## config.mk

```make
export PLATFORM = sky130hd
export DESIGN_NAME = cgmt_urgency_switch
export DESIGN_NICKNAME = d
export VERILOG_FILES = /design/src/rtl/cgmt_pkg.sv /design/src/rtl/cgmt_wait_timer.sv /design/src/rtl/cgmt_urgency_track.sv /design/src/rtl/cgmt_switch_seq.sv /design/src/rtl/cgmt_urgency_switch.sv
export SDC_FILE = /design/constraint.sdc
export NUM_CORES = 1
export LEC_CHECK = 0
export BUFFER_PORTS_ARGS = -buffer_cell sky130_fd_sc_hd__clkbuf_2
export CORE_MARGIN = 3
export CORE_UTILIZATION = 32
export DETAILED_ROUTE_END_ITERATION = 6
export PLACE_DENSITY_LB_ADDON = 0.12
export SYNTH_ARGS = -nofsm -noshare
export SYNTH_HDL_FRONTEND = slang
export SYNTH_SLANG_ARGS = --single-unit
```

## constraint.sdc

```tcl
create_clock -name clk -period 2.29 [get_ports clk]
set_input_delay 0.229 -clock clk [delete_from_list [all_inputs] [get_ports clk]]
set_output_delay 0.229 -clock clk [all_outputs]
set_load 0.1 [all_outputs]
```

## src/rtl/cgmt_pkg.sv

```systemverilog
package cgmt_pkg;
  localparam int NT    = 2;
  localparam int URG_W = 3;

  typedef logic [URG_W-1:0] urg_t;

  localparam urg_t URG_NOM = 3'd5;
  localparam urg_t URG_IRQ = 3'd6;
  localparam urg_t URG_MAX = 3'd7;
  localparam urg_t URG_MIN = 3'd0;
endpackage

```

## src/rtl/cgmt_wait_timer.sv

```systemverilog
module cgmt_wait_timer #(
  parameter int TMO_CYCLES = 256
) (
  input  logic clk,
  input  logic rst,
  input  logic wait_i,
  input  logic clr_i,
  output logic fire_o
);
  localparam int CW = $clog2(TMO_CYCLES + 1);
  localparam logic [CW-1:0] CNT_LAST = CW'(TMO_CYCLES - 1);
  localparam logic [CW-1:0] CNT_LIM  = CW'(TMO_CYCLES);

  logic [CW-1:0] cnt_q;

  assign fire_o = wait_i && (cnt_q == CNT_LAST);

  always_ff @(posedge clk) begin
    if (rst) begin
      cnt_q <= '0;
    end else if (clr_i) begin
      cnt_q <= '0;
    end else if (wait_i && (cnt_q != CNT_LIM)) begin
      cnt_q <= cnt_q + 1'b1;
    end
  end

  AST_TMO_SINGLE_FIRE: assert property (@(posedge clk) disable iff (rst)
    fire_o |=> !fire_o);
  AST_TMO_CLEARED: assert property (@(posedge clk) disable iff (rst)
    clr_i |=> (cnt_q == '0));
endmodule

```

## src/rtl/cgmt_urgency_track.sv

```systemverilog
module cgmt_urgency_track
  import cgmt_pkg::*;
(
  input  logic clk,
  input  logic rst,
  input  logic tmo_i,
  input  logic irq_i,
  input  logic gain_i,
  input  logic fill_i,
  input  logic miss_i,
  output urg_t urg_o
);
  urg_t urg_d;

  always_comb begin
    urg_d = urg_o;
    if (tmo_i) begin
      urg_d = URG_MAX;
    end else if (irq_i) begin
      urg_d = URG_IRQ;
    end else if (gain_i && (urg_o > URG_NOM)) begin
      urg_d = URG_NOM;
    end else if (fill_i) begin
      urg_d = URG_NOM;
    end else if (miss_i) begin
      urg_d = (urg_o == URG_MIN) ? URG_MIN : urg_o - 1'b1;
    end
  end

  always_ff @(posedge clk) begin
    if (rst) urg_o <= URG_NOM;
    else     urg_o <= urg_d;
  end

  AST_TMO_TO_MAX: assert property (@(posedge clk) disable iff (rst)
    tmo_i |=> (urg_o == URG_MAX));
  AST_IRQ_TO_SIX: assert property (@(posedge clk) disable iff (rst)
    (irq_i && !tmo_i) |=> (urg_o == URG_IRQ));
  AST_FILL_TO_NOM: assert property (@(posedge clk) disable iff (rst)
    (fill_i && !tmo_i && !irq_i) |=> (urg_o == URG_NOM));
  AST_MISS_STEP: assert property (@(posedge clk) disable iff (rst)
    (miss_i && !tmo_i && !irq_i && !gain_i && !fill_i) |=>
      (urg_o == (($past(urg_o) == URG_MIN) ? URG_MIN : urg_t'($past(urg_o) - 1'b1))));
  AST_GAIN_CAPS: assert property (@(posedge clk) disable iff (rst)
    (gain_i && !tmo_i && !irq_i) |=> (urg_o <= URG_NOM));
endmodule

```

## src/rtl/cgmt_switch_seq.sv

```systemverilog
module cgmt_switch_seq
  import cgmt_pkg::*;
#(
  parameter int HOLDOFF = 8
) (
  input  logic              clk,
  input  logic              rst,
  input  urg_t [NT-1:0]     urg_i,
  input  logic              yield_i,
  output logic              flush_o,
  output logic              switch_o,
  output logic              active_o
);
  localparam int HW = $clog2(HOLDOFF + 1);
  localparam logic [HW-1:0] HOLD_LOAD = HW'(HOLDOFF);

  logic [HW-1:0] hold_q;
  logic [HW-1:0] gap_q;
  urg_t          fg_urg;
  urg_t          bg_urg;
  logic          decide;

  always_comb begin
    fg_urg = urg_i[active_o];
    bg_urg = urg_i[~active_o];
    decide = !flush_o && (hold_q == '0) && (yield_i || (fg_urg < bg_urg));
  end

  always_ff @(posedge clk) begin
    if (rst) begin
      flush_o  <= 1'b0;
      switch_o <= 1'b0;
      active_o <= 1'b0;
      hold_q   <= '0;
    end else begin
      flush_o  <= decide;
      switch_o <= flush_o;
      if (flush_o) active_o <= ~active_o;
      if (decide)              hold_q <= HOLD_LOAD;
      else if (hold_q != '0)   hold_q <= hold_q - 1'b1;
    end
  end

  // spacing tracker for the hold-off property
  always_ff @(posedge clk) begin
    if (rst)                    gap_q <= HOLD_LOAD;
    else if (flush_o)           gap_q <= HW'(1);
    else if (gap_q != HOLD_LOAD) gap_q <= gap_q + 1'b1;
  end

  AST_FLUSH_ONE_CYCLE: assert property (@(posedge clk) disable iff (rst)
    flush_o |=> !flush_o);
  AST_FLIP_AFTER_FLUSH: assert property (@(posedge clk) disable iff (rst)
    flush_o |=> (switch_o && (active_o != $past(active_o))));
  AST_SWITCH_NEEDS_FLUSH: assert property (@(posedge clk) disable iff (rst)
    switch_o |-> $past(flush_o));
  AST_OWNER_STABLE: assert property (@(posedge clk) disable iff (rst)
    !switch_o |-> $stable(active_o));
  AST_HOLDOFF_GAP: assert property (@(posedge clk) disable iff (rst)
    $rose(flush_o) |-> (gap_q >= HOLD_LOAD));
endmodule

```

## src/rtl/cgmt_urgency_switch.sv

```systemverilog
module cgmt_urgency_switch
  import cgmt_pkg::*;
#(
  parameter int TMO_CYCLES = 256,
  parameter int HOLDOFF    = 8
) (
  input  logic          clk,
  input  logic          rst,
  input  logic [NT-1:0] miss_i,
  input  logic [NT-1:0] fill_i,
  input  logic [NT-1:0] irq_i,
  input  logic          yield_i,
  output logic          flush_o,
  output logic          switch_o,
  output logic          active_o
);
  urg_t [NT-1:0] urg_w;
  logic [NT-1:0] fire_w;

  for (genvar t = 0; t < NT; t++) begin : g_thr
    logic is_bg;
    assign is_bg = (active_o != 1'(t));

    cgmt_wait_timer #(.TMO_CYCLES(TMO_CYCLES)) u_timer (
      .clk    (clk),
      .rst    (rst),
      .wait_i (is_bg && !flush_o),
      .clr_i  (flush_o),
      .fire_o (fire_w[t])
    );

    cgmt_urgency_track u_urg (
      .clk    (clk),
      .rst    (rst),
      .tmo_i  (fire_w[t]),
      .irq_i  (irq_i[t]),
      .gain_i (flush_o && is_bg),
      .fill_i (fill_i[t]),
      .miss_i (miss_i[t]),
      .urg_o  (urg_w[t])
    );
  end

  cgmt_switch_seq #(.HOLDOFF(HOLDOFF)) u_seq (
    .clk      (clk),
    .rst      (rst),
    .urg_i    (urg_w),
    .yield_i  (yield_i),
    .flush_o  (flush_o),
    .switch_o (switch_o),
    .active_o (active_o)
  );

  AST_PULSES_EXCLUSIVE: assert property (@(posedge clk) disable iff (rst)
    !(flush_o && switch_o));
  AST_RESET_OWNER: assert property (@(posedge clk)
    rst |=> (!active_o && !flush_o && !switch_o));
  AST_FG_TIMER_SILENT: assert property (@(posedge clk) disable iff (rst)
    !fire_w[active_o]);
endmodule

```

Word-level counts from Yosys, hierarchy flattened
Index checks and enable logic that the tools add are counted.
Widths: inputs -> output; s select.

storage, ports and cells
  bits in registers = 31
  output and inout port bits = 3
  input bits = 9
  logic and storage cells = 75

cells by class
  order comparisons = 5
  equality and inequality tests = 4
  bitwise logic cells = 1
  mux-type cells = 18
  add/sub/neg operators = 5
  reduce and logical (&&, ||, !) cells = 29

operators by type and width
  kind                 number
  $mux 2               10
  $add 9x1->9 const B  2
  $eq 9x8->1 const B   2
  $mux 3               6
  $ne 9x9->1 const B   2
  $logic_and 1x1->1    12
  $reduce_bool 4->1    3
  $reduce_bool 5->1    2
  $reduce_or 5->1      2
  $mux 4               2
  $reduce_or 2->1      4
  $gt 3x3->1 const B   2
  $logic_not 3->1      2
  $sub 3x1->3 const B  2
  $logic_not 4->1      1
  $lt 1x2->1 const B   2
  $sub 4x1->4 const B  1
  $lt 3x3->1           1
  $reduce_bool 2->1    1
  $logic_not 1->1      1
  $logic_or 1x1->1     1
  $not 1->1            1

Logic depth before layout (Yosys ltp)
  depth after elaboration = 7
  depth in mapped cells = 7
  gate-level depth less buffers = 7

Cells and area by module
From an unflattened synthesis, not the netlist that was laid out.

second synthesis, totals
  cells, all modules = 198
  area, all modules = 1,745.4 sq um

modules (own cells, without submodules)
  module               times used  cells an instance  area each (sq um)  seq. area each (sq um)
  cgmt_wait_timer      2           54                 473.0              180.2
  cgmt_switch_seq      1           44                 425.4              140.1
  cgmt_urgency_track   2           21                 173.9              60.1
  cgmt_urgency_switch  1           4                  26.3               0.0

Worst setup path after synthesis
Ideal clock, no wire load.

  path type = register to register
  start = register u_seq.active_o
  end = register g_thr[0].u_timer.cnt_q[7]
  required time = 2.222 ns
  setup slack = -0.098 ns
  data arrival time = 2.320 ns
  cell stages (with the launch flop) = 7
  setup time = 0.068 ns
  clock period less this slack = 2.388 ns
  buffers on the path = 1
  cells stage by stage = dfxtp_1 > buf_2 > and2b_2 > o41a_4 > nand4_2 > or3_2 > a21oi_2

between the ends
  cells in the longest elaborated chain, start to end = 2

ends and longest elaborated chain
  what                    line                       RTL
  from (decl)             cgmt_switch_seq.sv:12      output logic active_o
  from (signal assigned)  cgmt_switch_seq.sv:38      if (flush_o) active_o <= ~active_o;
  $logic_and 1x1->1       cgmt_urgency_switch.sv:27  .wait_i (is_bg && !flush_o),
  $logic_and 1x1->1       cgmt_wait_timer.sv:23      end else if (wait_i && (cnt_q != CNT_LIM)) begin
  to (signal assigned)    cgmt_wait_timer.sv:24      cnt_q <= cnt_q + 1'b1;
  to (decl)               cgmt_wait_timer.sv:14      logic [CW-1:0] cnt_q;

No other way between the ends.
A chain may end at the register's enable or synchronous reset.

Worst setup path after layout
  start = register g_thr[0].u_timer.cnt_q[3]
  end = register g_thr[0].u_timer.cnt_q[3]

between the ends
  cells in the longest elaborated chain, start to end = 2
  elaborated cells between the ends (all ways) = 3
  those cells by class = add/sub: 1; eq/ne: 1; reduce/logical: 1

ends and longest elaborated chain
  what
  branches (longest 2 deep; another with $add 9x1->9)

Parallel ways; which one is timed is not known.

==> reports/metrics.yaml <==
power_and_ir_drop:
  ir_drop_uv: 462
  powerDensity_nw_per_um2: 1040
  p_leak_nw: 0.731
clock_tree:
  cts_made_buffers: 5
  cts.sinks: 31
  clock_latency_ps: 280
  htree_levels: 2
  post-cts-setup-buffers: 0
  clockRootBuffer: "clkbuf_8"
  postCtsHoldBufs: 0
  ctsResizeCount: 0
  path_clk_slew_ps: 70
  cts_tree: "done"
  cts_buffer_depth: 2
timing:
  fmax_mhz: 565
  worst_pin_slew_ps: 542
  fin_ws_ps: 520
  post-route-min-period_ps: 1770
  setup_viol: 0
  fin_crit_sh_pct: 77.3
  fin_skew_ps: 11.2
  hold_viol: 0
  slew_violations: 0
  fin_setup_tns_ps: 0
  grt_setup_unrepaired: "no"
  max_slew_margin_pct: 64.0
final_layout:
  seqCellArea_um2: 622
  post-route-cell-area_um2: 1860
  area_growth_pct: 15.8
  final_nets: 225
  finalNonFillerCells: 276
  multi_input_area_um2: 913
  drive_gt1_share_pct: 15.3
  fill_cells: 498
  antennaDiodeCount: 0
place:
  gp_congestion: 0.767
  placedCellCount: 268
  dpl_worst_slack_ps: 492
  hpwlAfterDp_um: 2450
  io_buffers: 11
  dpl_cell_area_um2: 1740
status:
  outcome: "completed"
route:
  drt_iter0_drc: 49
  vias_per_cell: 4.75
  final_antenna_net_count: 0
  drc: 0
  first_pass_iters: 4
  dr_total_vias: 1312
  wire_per_inst_um: 11.8
  postRouteWirelength_um: 3260
synthesis:
  synth_cell_types: 44
  synthesis.nets: 209
  synth-seq-cells: 31
  ys_seq_area_share_pct: 38.7
  synth_top_flop_cell: "dfxtp_1"
  yosysWarnings: 0
  netlist.area_leader.share_pct: 38.7
  synth_area_per_cell_um2: 8.35
  synthesis.area_um2: 1600
  synth_most_common_cell: "nor2_1"
  synth_area_leaders: "dfxtp_1, nor2_1, ha_1"
  async_flop_share_pct: 0
  synth_top_area_cell: "dfxtp_1"
  synthTopCellsByCount: "nor2_1, dfxtp_1, a21oi_1, nand2_1, inv_1"
  syn_inst: 192
  synth_edf_count: 0
floorplanning:
  coreArea_um2: 4790
  die_area_um2: 5890
  io_pins: 12
  die_y_um: 76.8
  initial_utilization_pct: 33.5
  rows: 25
  die_width_um: 76.8
worst_hold_path:
  min_path_cells: 3
  hp-class: "primary input to register"
worst_setup_path:
  r2r_cells: 5
  path_class: "register to register"
  crit_chain: "or4_1 > o41a_4 > nand4_2 > xor2_1 > nor2_1"
  critPathCaptureType: "register"
  critPathMaxStageDelay_ps: 540
  cp_slowest_cell: "or4_1"
  crit_fanout: 6
  start_kind: "register"
  crit_arrival_ps: 1930
  cp_num_cells: 5
  worstPathRequired_ps: 2450
  critPathBufInv: 0
  cpLargestDelayFamily: "simple AND/OR/NAND/NOR gates"
global_routing:
  grt_remaining_overflow: 0
  antenna_found_initial: 0
  grt_usage_pct: 12.5
  grt_max_degree: 20
  grt_pass1_vias: 1376
  grt_pass1_wl_um: 6010
job:
  max-cap-violations: 0
-- cell type report --
class,instances,area share [%]
multi-input combinational,145,49.2
sequential,31,33.5
tap,67,4.52
clock buffer,6,4.45
timing repair buffer,14,4.18
inverter,11,2.23
clock inverter,2,1.89
-- registers in the layout, indices dropped and copies added, names as in the netlist --
register / count
u_seq.hold_q: 4
g_thr.u_timer.cnt_q: 18
u_seq.flush_o: 1
u_seq.active_o: 1
g_thr.u_urg.urg_o: 6
u_seq.switch_o: 1
-- per-stage QoR --
stage,total power [W],hold slack [ps],util (%)
6_report,0.00194,185,38.8
5_1_grt,0.00209,199,38.8
4_1_cts,0.00196,172,38.8
3_5_place_dp,0.00140,467,36.3
3_3_place_gp,0.00138,454,36.3
2_1_floorplan,0.00124,338,-
-- cell usage in the layout, fill, tap and decap left out, types with 2 or more instances in the layout --
master / n
nand3_1: 5
a211oi_1: 4
xnor2_1: 4
nor2_1: 33
inv_1: 11
a21oi_2: 2
a21boi_0: 2
dfxtp_1: 30
nand2b_1: 5
clkbuf_8: 6
and3_1: 2
buf_4: 3
o21ai_0: 7
o21ai_1: 2
or3_2: 2
nor2b_1: 6
nand2_1: 12
ha_1: 8
clkbuf_2: 11
nand4_1: 4
nor3_1: 3
xor2_1: 10
a21oi_1: 13
-- where the power goes --
part	leakage (nW)	switching [W]	internal, W
clock	0.0612	0.000197	0.000352
combinational	0.417	0.000426	0.000261
sequential	0.254	0.0000813	0.000621
total	0.731	0.000704	0.00123
-- path summary, 6_finish.rpt --
| kind | from | endpoint | slack [ps] |
|---|---|---|---|
| max | g_thr[0].u_timer.cnt_q[3] | g_thr[0].u_timer.cnt_q[3] | 520 |
| min | fill_i[1] | g_thr[1].u_urg.urg_o[2] | 190 |
| max reg2reg | g_thr[0].u_timer.cnt_q[3] | g_thr[0].u_timer.cnt_q[3] | 520 |
| min reg2reg | g_thr[1].u_timer.cnt_q[8] | g_thr[1].u_timer.cnt_q[8] | 510 |
-- kinds of logic after synthesis --
group           after synthesis  synth area share, %
xor+xnor                     14                 7.65
fa+ha+maj                     8                 6.25
flops                        31                 38.7
buf+inv                      16                 4.29
simple gates                 83                 26.2
compound gates               40                 16.9
-- worst reg2reg max path: cells and delay by family, from the launching register on --
kind            cells  cell delay (ps)
compound gates      1              410
simple gates        3              740
xor+xnor            1              150
flops               1              360
-- layer usage --
metal | track usage, % | vias to the layer above | part of all wire, %
li1 | - | 694 | -
met1 | 14.8 | 598 | 48
met2 | 20.7 | 18 | 47
met3 | 4.81 | 2 | 4.2
met4 | 3.80 | 0 | 0.68
met5 | 0 | - | 0
Power figures use the tool's default switching activity.
